`src/rtl/bus_cmd_pkg.sv`:
```
package bus_cmd_pkg;
  localparam int STAT_W = 3;

  typedef enum logic [1:0] {PH_IDLE, PH_ADDR, PH_CMD1, PH_CMDN} phase_t;

  typedef enum logic [STAT_W-1:0] {
    ST_INTA  = 3'b000, ST_IORD = 3'b001, ST_IOWR = 3'b010, ST_HALT = 3'b011,
    ST_FETCH = 3'b100, ST_MRD  = 3'b101, ST_MWR  = 3'b110, ST_PASS = 3'b111
  } stat_t;

  // active-high internal command set
  typedef struct packed {
    logic mrd;
    logic mwr;
    logic amw;
    logic iord;
    logic iowr;
    logic aiow;
    logic ack;
  } cmd_t;

  function automatic logic is_write(stat_t t);
    return (t == ST_IOWR) || (t == ST_MWR);
  endfunction

  function automatic logic moves_data(stat_t t);
    return (t != ST_HALT) && (t != ST_PASS);
  endfunction

  function automatic cmd_t cmd_of(stat_t t, phase_t p);
    cmd_t c;
    logic early, late;
    early  = (p == PH_CMD1) || (p == PH_CMDN);
    late   = (p == PH_CMDN);
    c.mrd  = early && ((t == ST_FETCH) || (t == ST_MRD));
    c.amw  = early && (t == ST_MWR);
    c.mwr  = late  && (t == ST_MWR);
    c.iord = early && (t == ST_IORD);
    c.aiow = early && (t == ST_IOWR);
    c.iowr = late  && (t == ST_IOWR);
    c.ack  = early && (t == ST_INTA);
    return c;
  endfunction
endpackage

```
`src/rtl/bcg_seq.sv`:
```
module bcg_seq
  import bus_cmd_pkg::*;
(
  input  logic              clk,
  input  logic              rst_n,
  input  logic [STAT_W-1:0] stat,
  output phase_t            phase,
  output stat_t             ctype,
  output logic              cyc_start
);
  stat_t cur, prev;
  assign cur       = stat_t'(stat);
  assign cyc_start = (phase == PH_IDLE) && (prev == ST_PASS) && (cur != ST_PASS);

  always_ff @(posedge clk) begin
    if (!rst_n) begin
      prev  <= ST_PASS;
      phase <= PH_IDLE;
      ctype <= ST_PASS;
    end else begin
      prev <= cur;
      if (cyc_start) begin
        phase <= PH_ADDR;
        ctype <= cur;
      end else if (phase != PH_IDLE && cur == ST_PASS) begin
        phase <= PH_IDLE;
        ctype <= ST_PASS;
      end else if (phase == PH_ADDR) begin
        phase <= PH_CMD1;
      end else if (phase == PH_CMD1) begin
        phase <= PH_CMDN;
      end
    end
  end
endmodule

```
`src/rtl/bcg_cmd.sv`:
```
module bcg_cmd
  import bus_cmd_pkg::*;
(
  input  phase_t phase,
  input  stat_t  ctype,
  input  logic   cmd_en,
  input  logic   io_bus,
  output cmd_t   cmd,
  output logic   den,
  output logic   dt_r,
  output logic   mce_pden
);
  logic   active, cmd_phase;
  cmd_t   raw;
  assign active    = (phase != PH_IDLE);
  assign cmd_phase = (phase == PH_CMD1) || (phase == PH_CMDN);
  assign raw       = cmd_of(ctype, phase);
  assign cmd       = cmd_en ? raw : '0;
  assign den       = cmd_en && cmd_phase && moves_data(ctype);
  assign dt_r      = active && is_write(ctype);
  assign mce_pden  = io_bus ? !den : (active && ctype == ST_INTA);
endmodule

```
`src/rtl/bus_cmd_gen.sv`:
```
module bus_cmd_gen
  import bus_cmd_pkg::*;
(
  input  logic       clk,
  input  logic       rst_n,
  input  logic [2:0] stat,
  input  logic       addr_en,
  input  logic       cmd_en,
  input  logic       io_bus,
  output logic       ale,
  output logic       den,
  output logic       dt_r,
  output logic       n_mrdc,
  output logic       n_mwtc,
  output logic       n_amwc,
  output logic       n_iorc,
  output logic       n_iowc,
  output logic       n_aiowc,
  output logic       n_inta,
  output logic       mce_pden,
  output logic       oe_mem,
  output logic       oe_io
);
  phase_t phase;
  stat_t  ctype;
  logic   cyc_start;
  cmd_t   cmd;

  bcg_seq u_seq (
    .clk(clk), .rst_n(rst_n), .stat(stat),
    .phase(phase), .ctype(ctype), .cyc_start(cyc_start)
  );

  bcg_cmd u_cmd (
    .phase(phase), .ctype(ctype), .cmd_en(cmd_en), .io_bus(io_bus),
    .cmd(cmd), .den(den), .dt_r(dt_r), .mce_pden(mce_pden)
  );

  assign ale     = (phase == PH_ADDR);
  assign n_mrdc  = !cmd.mrd;
  assign n_mwtc  = !cmd.mwr;
  assign n_amwc  = !cmd.amw;
  assign n_iorc  = !cmd.iord;
  assign n_iowc  = !cmd.iowr;
  assign n_aiowc = !cmd.aiow;
  assign n_inta  = !cmd.ack;
  assign oe_mem  = !addr_en;
  assign oe_io   = !(addr_en && !io_bus);
endmodule

```
`config.mk`:
```
export PLATFORM = sky130hd
export DESIGN_NAME = bus_cmd_gen
export DESIGN_NICKNAME = d
export VERILOG_FILES = /design/src/rtl/bus_cmd_pkg.sv /design/src/rtl/bcg_seq.sv /design/src/rtl/bcg_cmd.sv /design/src/rtl/bus_cmd_gen.sv
export SDC_FILE = /design/constraint.sdc
export NUM_CORES = 1
export LEC_CHECK = 0
export BUFFER_PORTS_ARGS = -buffer_cell sky130_fd_sc_hd__buf_2
export CAP_MARGIN = 0
export CORE_AREA = 3 3 40 42
export DETAILED_ROUTE_END_ITERATION = 8
export DIE_AREA = 0 0 43 45
export PLACE_DENSITY = 0.66
export SYNTH_ARGS = -nofsm -noshare
export SYNTH_HDL_FRONTEND = slang
export SYNTH_SLANG_ARGS = --single-unit
export TNS_END_PERCENT = 50
```
`constraint.sdc`:
```
create_clock -name clk -period 1.5 [get_ports clk]
set_input_delay 0.3 -clock clk [delete_from_list [all_inputs] [get_ports clk]]
set_output_delay 0.3 -clock clk [all_outputs]
set_load 0.05 [all_outputs]
```
==> summary.md <==
| Metric | Value |
|---|---|
| Worst r2r path cells | `6` |
| Failing checks | `negative setup slack` |
| Post-DP HPWL | `991 um` |
| Global Route Usage Sum | `0.149` |
| TritonRoute pass-1 iters | `4` |
| Power Dens Cells | `1090 nW/um2` |
| TNS Setup | `-1700 ps` |
| Drt via density | `5.51` |
| Hold depth | `2` |
| R2R Path End | `u_seq.ctype[0]$_SDFFE_PN1P_` |
| Postcts setup bufs | `0` |
| Final ANT Viol Nets | `0` |
| Layout Nets | `103` |
| H-tree depth | `1` |
| Final-report hold violation count | `0` |
| Hold path endpoint | `u_seq.prev[1]$_SDFF_PN1_` |
| Flop pwr share | `0.291` |
| Number of synthesized register bits | `8` |
| Hold Path Origin | `stat[1]` |
| Status | `finished with violations` |
| Wire length per cell | `around 14 um` |
| Switch Pwr | `0.368 mW` |
| Clock power share | `0.187` |
| Crit start category | `flop` |
| Finished Layout Cells | `~100` |
| CP max FO | `3` |
| Max cap viols | `0` |
| Layout cells sized above 1 | `0.539` |
| Final Max Slew Viols | `0` |
| Final WS setup | `-359 ps` |
| Post-Syn Nets | `70` |
| Avg Cell Area, Syn | `~8.4 um2` |
| Antenna cells | `0` |
| Initial core utilization | `0.378` |
| Combinational group share of total power | `0.522` |
| Drt drc | `0` |
| DR vias | `573` |
| Peak Freq | `approximately 540 MHz` |
| Clk sink count | `8` |
| Worst-margin pin slew | `251 ps` |
| Max_slew headroom | `0.832` |
| Sw frac | `0.403` |
| Setup violations, final | `10` |
| Largest net degree at the start of global routing | `10` |
| CTS Buf Count | `3` |
| Clk root buf | `clkbuf_4` |
| Placed Cells | `101` |
| Crit path required time | `1200 ps` |
| Initial antenna violation count | `0` |
| Clock skew | `2.57 ps` |
| Hold WS | `approximately 280 ps` |
| Gp weighted congestion | `a little over 0.7` |
| Syn Std Cell Area | `485 um2` |
| Vias in the first global route | `540` |
| Warnings from Yosys | `0` |
| Die width | `43 um` |
| R2R setup slack | `200 ps` |
| Later-pin clock latency in the skew report | `250 ps` |
| Peak supply drop | `0.692 mV` |
| RSZ-0062 raised after global routing | `true` |
| Drt first-iter violations | `25` |
| Max Root-Sink Buffers | `2` |
| # rows | `13` |
| Finished Core Util | `0.654` |
| Post-Route WL | `1.43 mm` |
| Fin crit share | `1.24` |
| Count of cell types in the netlist | `24` |
| Crit Path Category | `flop to output port` |
| Mapped Cells | `58` |
| First-pass GRT wire length | `2.24 mm` |
| Min-delay worst type | `primary input to flop` |
| Pint | `0.545 mW` |
| CTS tree | `yes` |
| Pwr Total | `slightly above 0.9 mW` |
| Die ar. | `around 1900 um2` |
| Fill cells | `108` |
| CTS Hold Bufs | `0` |
| Register area share after synthesis | `0.330` |
| Area delta synth->final | `73.2%` |
| Die height | `45 um` |
| Crit path time final | `1860 ps` |
| CTS clk-pin slew, worst paths | `~60 ps` |
| Core Box Area | `1280 um2` |
| Lkg Pwr | `~0.35 nW` |
| I/O pins | `21` |
| Remaining Overflow, GRT | `0` |
| WP data arrival | `1560 ps` |
| CP endpoint kind | `output port` |
| Worst r2r src | `u_seq.phase[0]$_SDFFE_PN0P_` |
| PortBufs | `20` |
-- state kept, by name (all words and copies together) (netlist names) --
name	count
u_seq.ctype	3
u_seq.phase	2
u_seq.prev	3
-- metrics by stage --
| stage | setup WS, ps | cell area (um2) |
|---|---|---|
| 2_1_floorplan | -163 | 537 |
| 3_3_place_gp | -149 | 714 |
| 3_5_place_dp | -171 | 714 |
| 4_1_cts | -360 | 818 |
| 5_1_grt | -385 | 841 |
| 6_report | -359 | 841 |
-- cells by family (layout without fill, tap and decap cells) --
group,after synthesis,in the layout,synth area share
muxes,1,1,0.0206
DFF,8,8,0.330
and+or+nand+nor,25,25,0.289
buffers and inverters,6,37,0.0644
adders and majority gates,4,4,0.103
AOI/OAI and AO/OA,14,14,0.193
-- cell usage in the layout, fill, tap and decap left out --
cell / instances
a211oi_1: 1
a21oi_1: 1
a21oi_4: 1
and3_1: 1
and4_1: 1
buf_2: 10
buf_4: 9
buf_6: 11
clkbuf_4: 3
dfxtp_1: 6
dfxtp_2: 2
ha_1: 1
ha_2: 1
ha_4: 2
inv_1: 2
inv_2: 2
mux2i_4: 1
nand2_1: 3
nand2b_1: 4
nand3_1: 2
nand3_2: 1
nand3b_1: 1
nand4_1: 3
nor2_1: 1
nor2_2: 1
nor2_4: 1
nor2b_1: 1
nor3_1: 3
nor3b_2: 1
o211a_1: 1
o21a_1: 2
o21ai_0: 4
o21ai_4: 1
o32ai_1: 3
or4_4: 1
-- synth_stat cells, drive strengths merged --
| cell | n | area (um2) |
|---|---|---|
| nor2b | 1 | 6.26 |
| nor3 | 3 | 15.0 |
| buf | 2 | 16.3 |
| o21a | 2 | 15.0 |
| ha | 4 | 50.1 |
| nor3b | 1 | 7.51 |
| nor2 | 3 | 11.3 |
| o32ai | 3 | 26.3 |
| o21ai | 5 | 25.0 |
| or4 | 1 | 7.51 |
| o211a | 1 | 10.0 |
| a21oi | 2 | 10.0 |
| and3 | 1 | 6.26 |
| inv | 4 | 15.0 |
| mux2i | 1 | 10.0 |
| nand3 | 3 | 15.0 |
| and4 | 1 | 8.76 |
| a211oi | 1 | 7.51 |
| nand3b | 1 | 7.51 |
| nand2 | 3 | 11.3 |
| nand4 | 3 | 18.8 |
| dfxtp | 8 | 160 |
| nand2b | 4 | 25.0 |
-- layout make-up --
type / count / area [um2] / area share
repair buffers: 30 / 241 / 0.287
multi-input cells: 44 / 380 / 0.452
clock buffers: 3 / 22.5 / 0.0268
well taps: 15 / 18.8 / 0.0223
inverters: 4 / 15.0 / 0.0179
flip-flops and latches: 8 / 163 / 0.193
-- critical path, cell delays in order, from the launching register on --
cell     delay (ps)
dfxtp_2         340
inv_2            60
ha_4            150
or4_4           420
mux2i_4         160
buf_6           180
-- repair_timing --
item	4_1_cts	5_1_grt
resized for setup	24	5
setup endpoints to repair	10	10
pin swaps	1	1
-- how the worst max path moves through the flow --
| stage | cells after the start | slack (ps) | start | end |
|---|---|---|---|---|
| detailed placement | 5 | -170 | u_seq.phase[0]$_SDFFE_PN0P_ | mce_pden |
| global route | 5 | -390 | u_seq.phase[1]$_SDFFE_PP0P_ | mce_pden |
| floorplan | 4 | -160 | u_seq.phase[1]$_SDFFE_PP0P_ | mce_pden |
| CTS | 5 | -360 | u_seq.phase[0]$_SDFFE_PN0P_ | mce_pden |
| global placement | 5 | -150 | u_seq.phase[0]$_SDFFE_PN0P_ | mce_pden |
| finish | 5 | -360 | u_seq.phase[0]$_SDFFE_PN0P_ | mce_pden |
-- power groups by stage --
stage	Clock, mW	Combinational [mW]	Sequential, mW
floorplan	0	0.266	0.282
global placement	0	0.422	0.268
detailed placement	0	0.430	0.269
CTS	0.171	0.459	0.266
global route	0.179	0.522	0.269
finish	0.171	0.477	0.266
-- metal layers --
metal,track usage,wire length [um],vias to the layer above
li1,-,-,278
met1,0.165,542,265
met2,0.293,776,26
met3,0.0239,83,4
met4,0.0361,23,0
met5,0,0,-
Note: power is estimated with default switching activity, not from simulation.
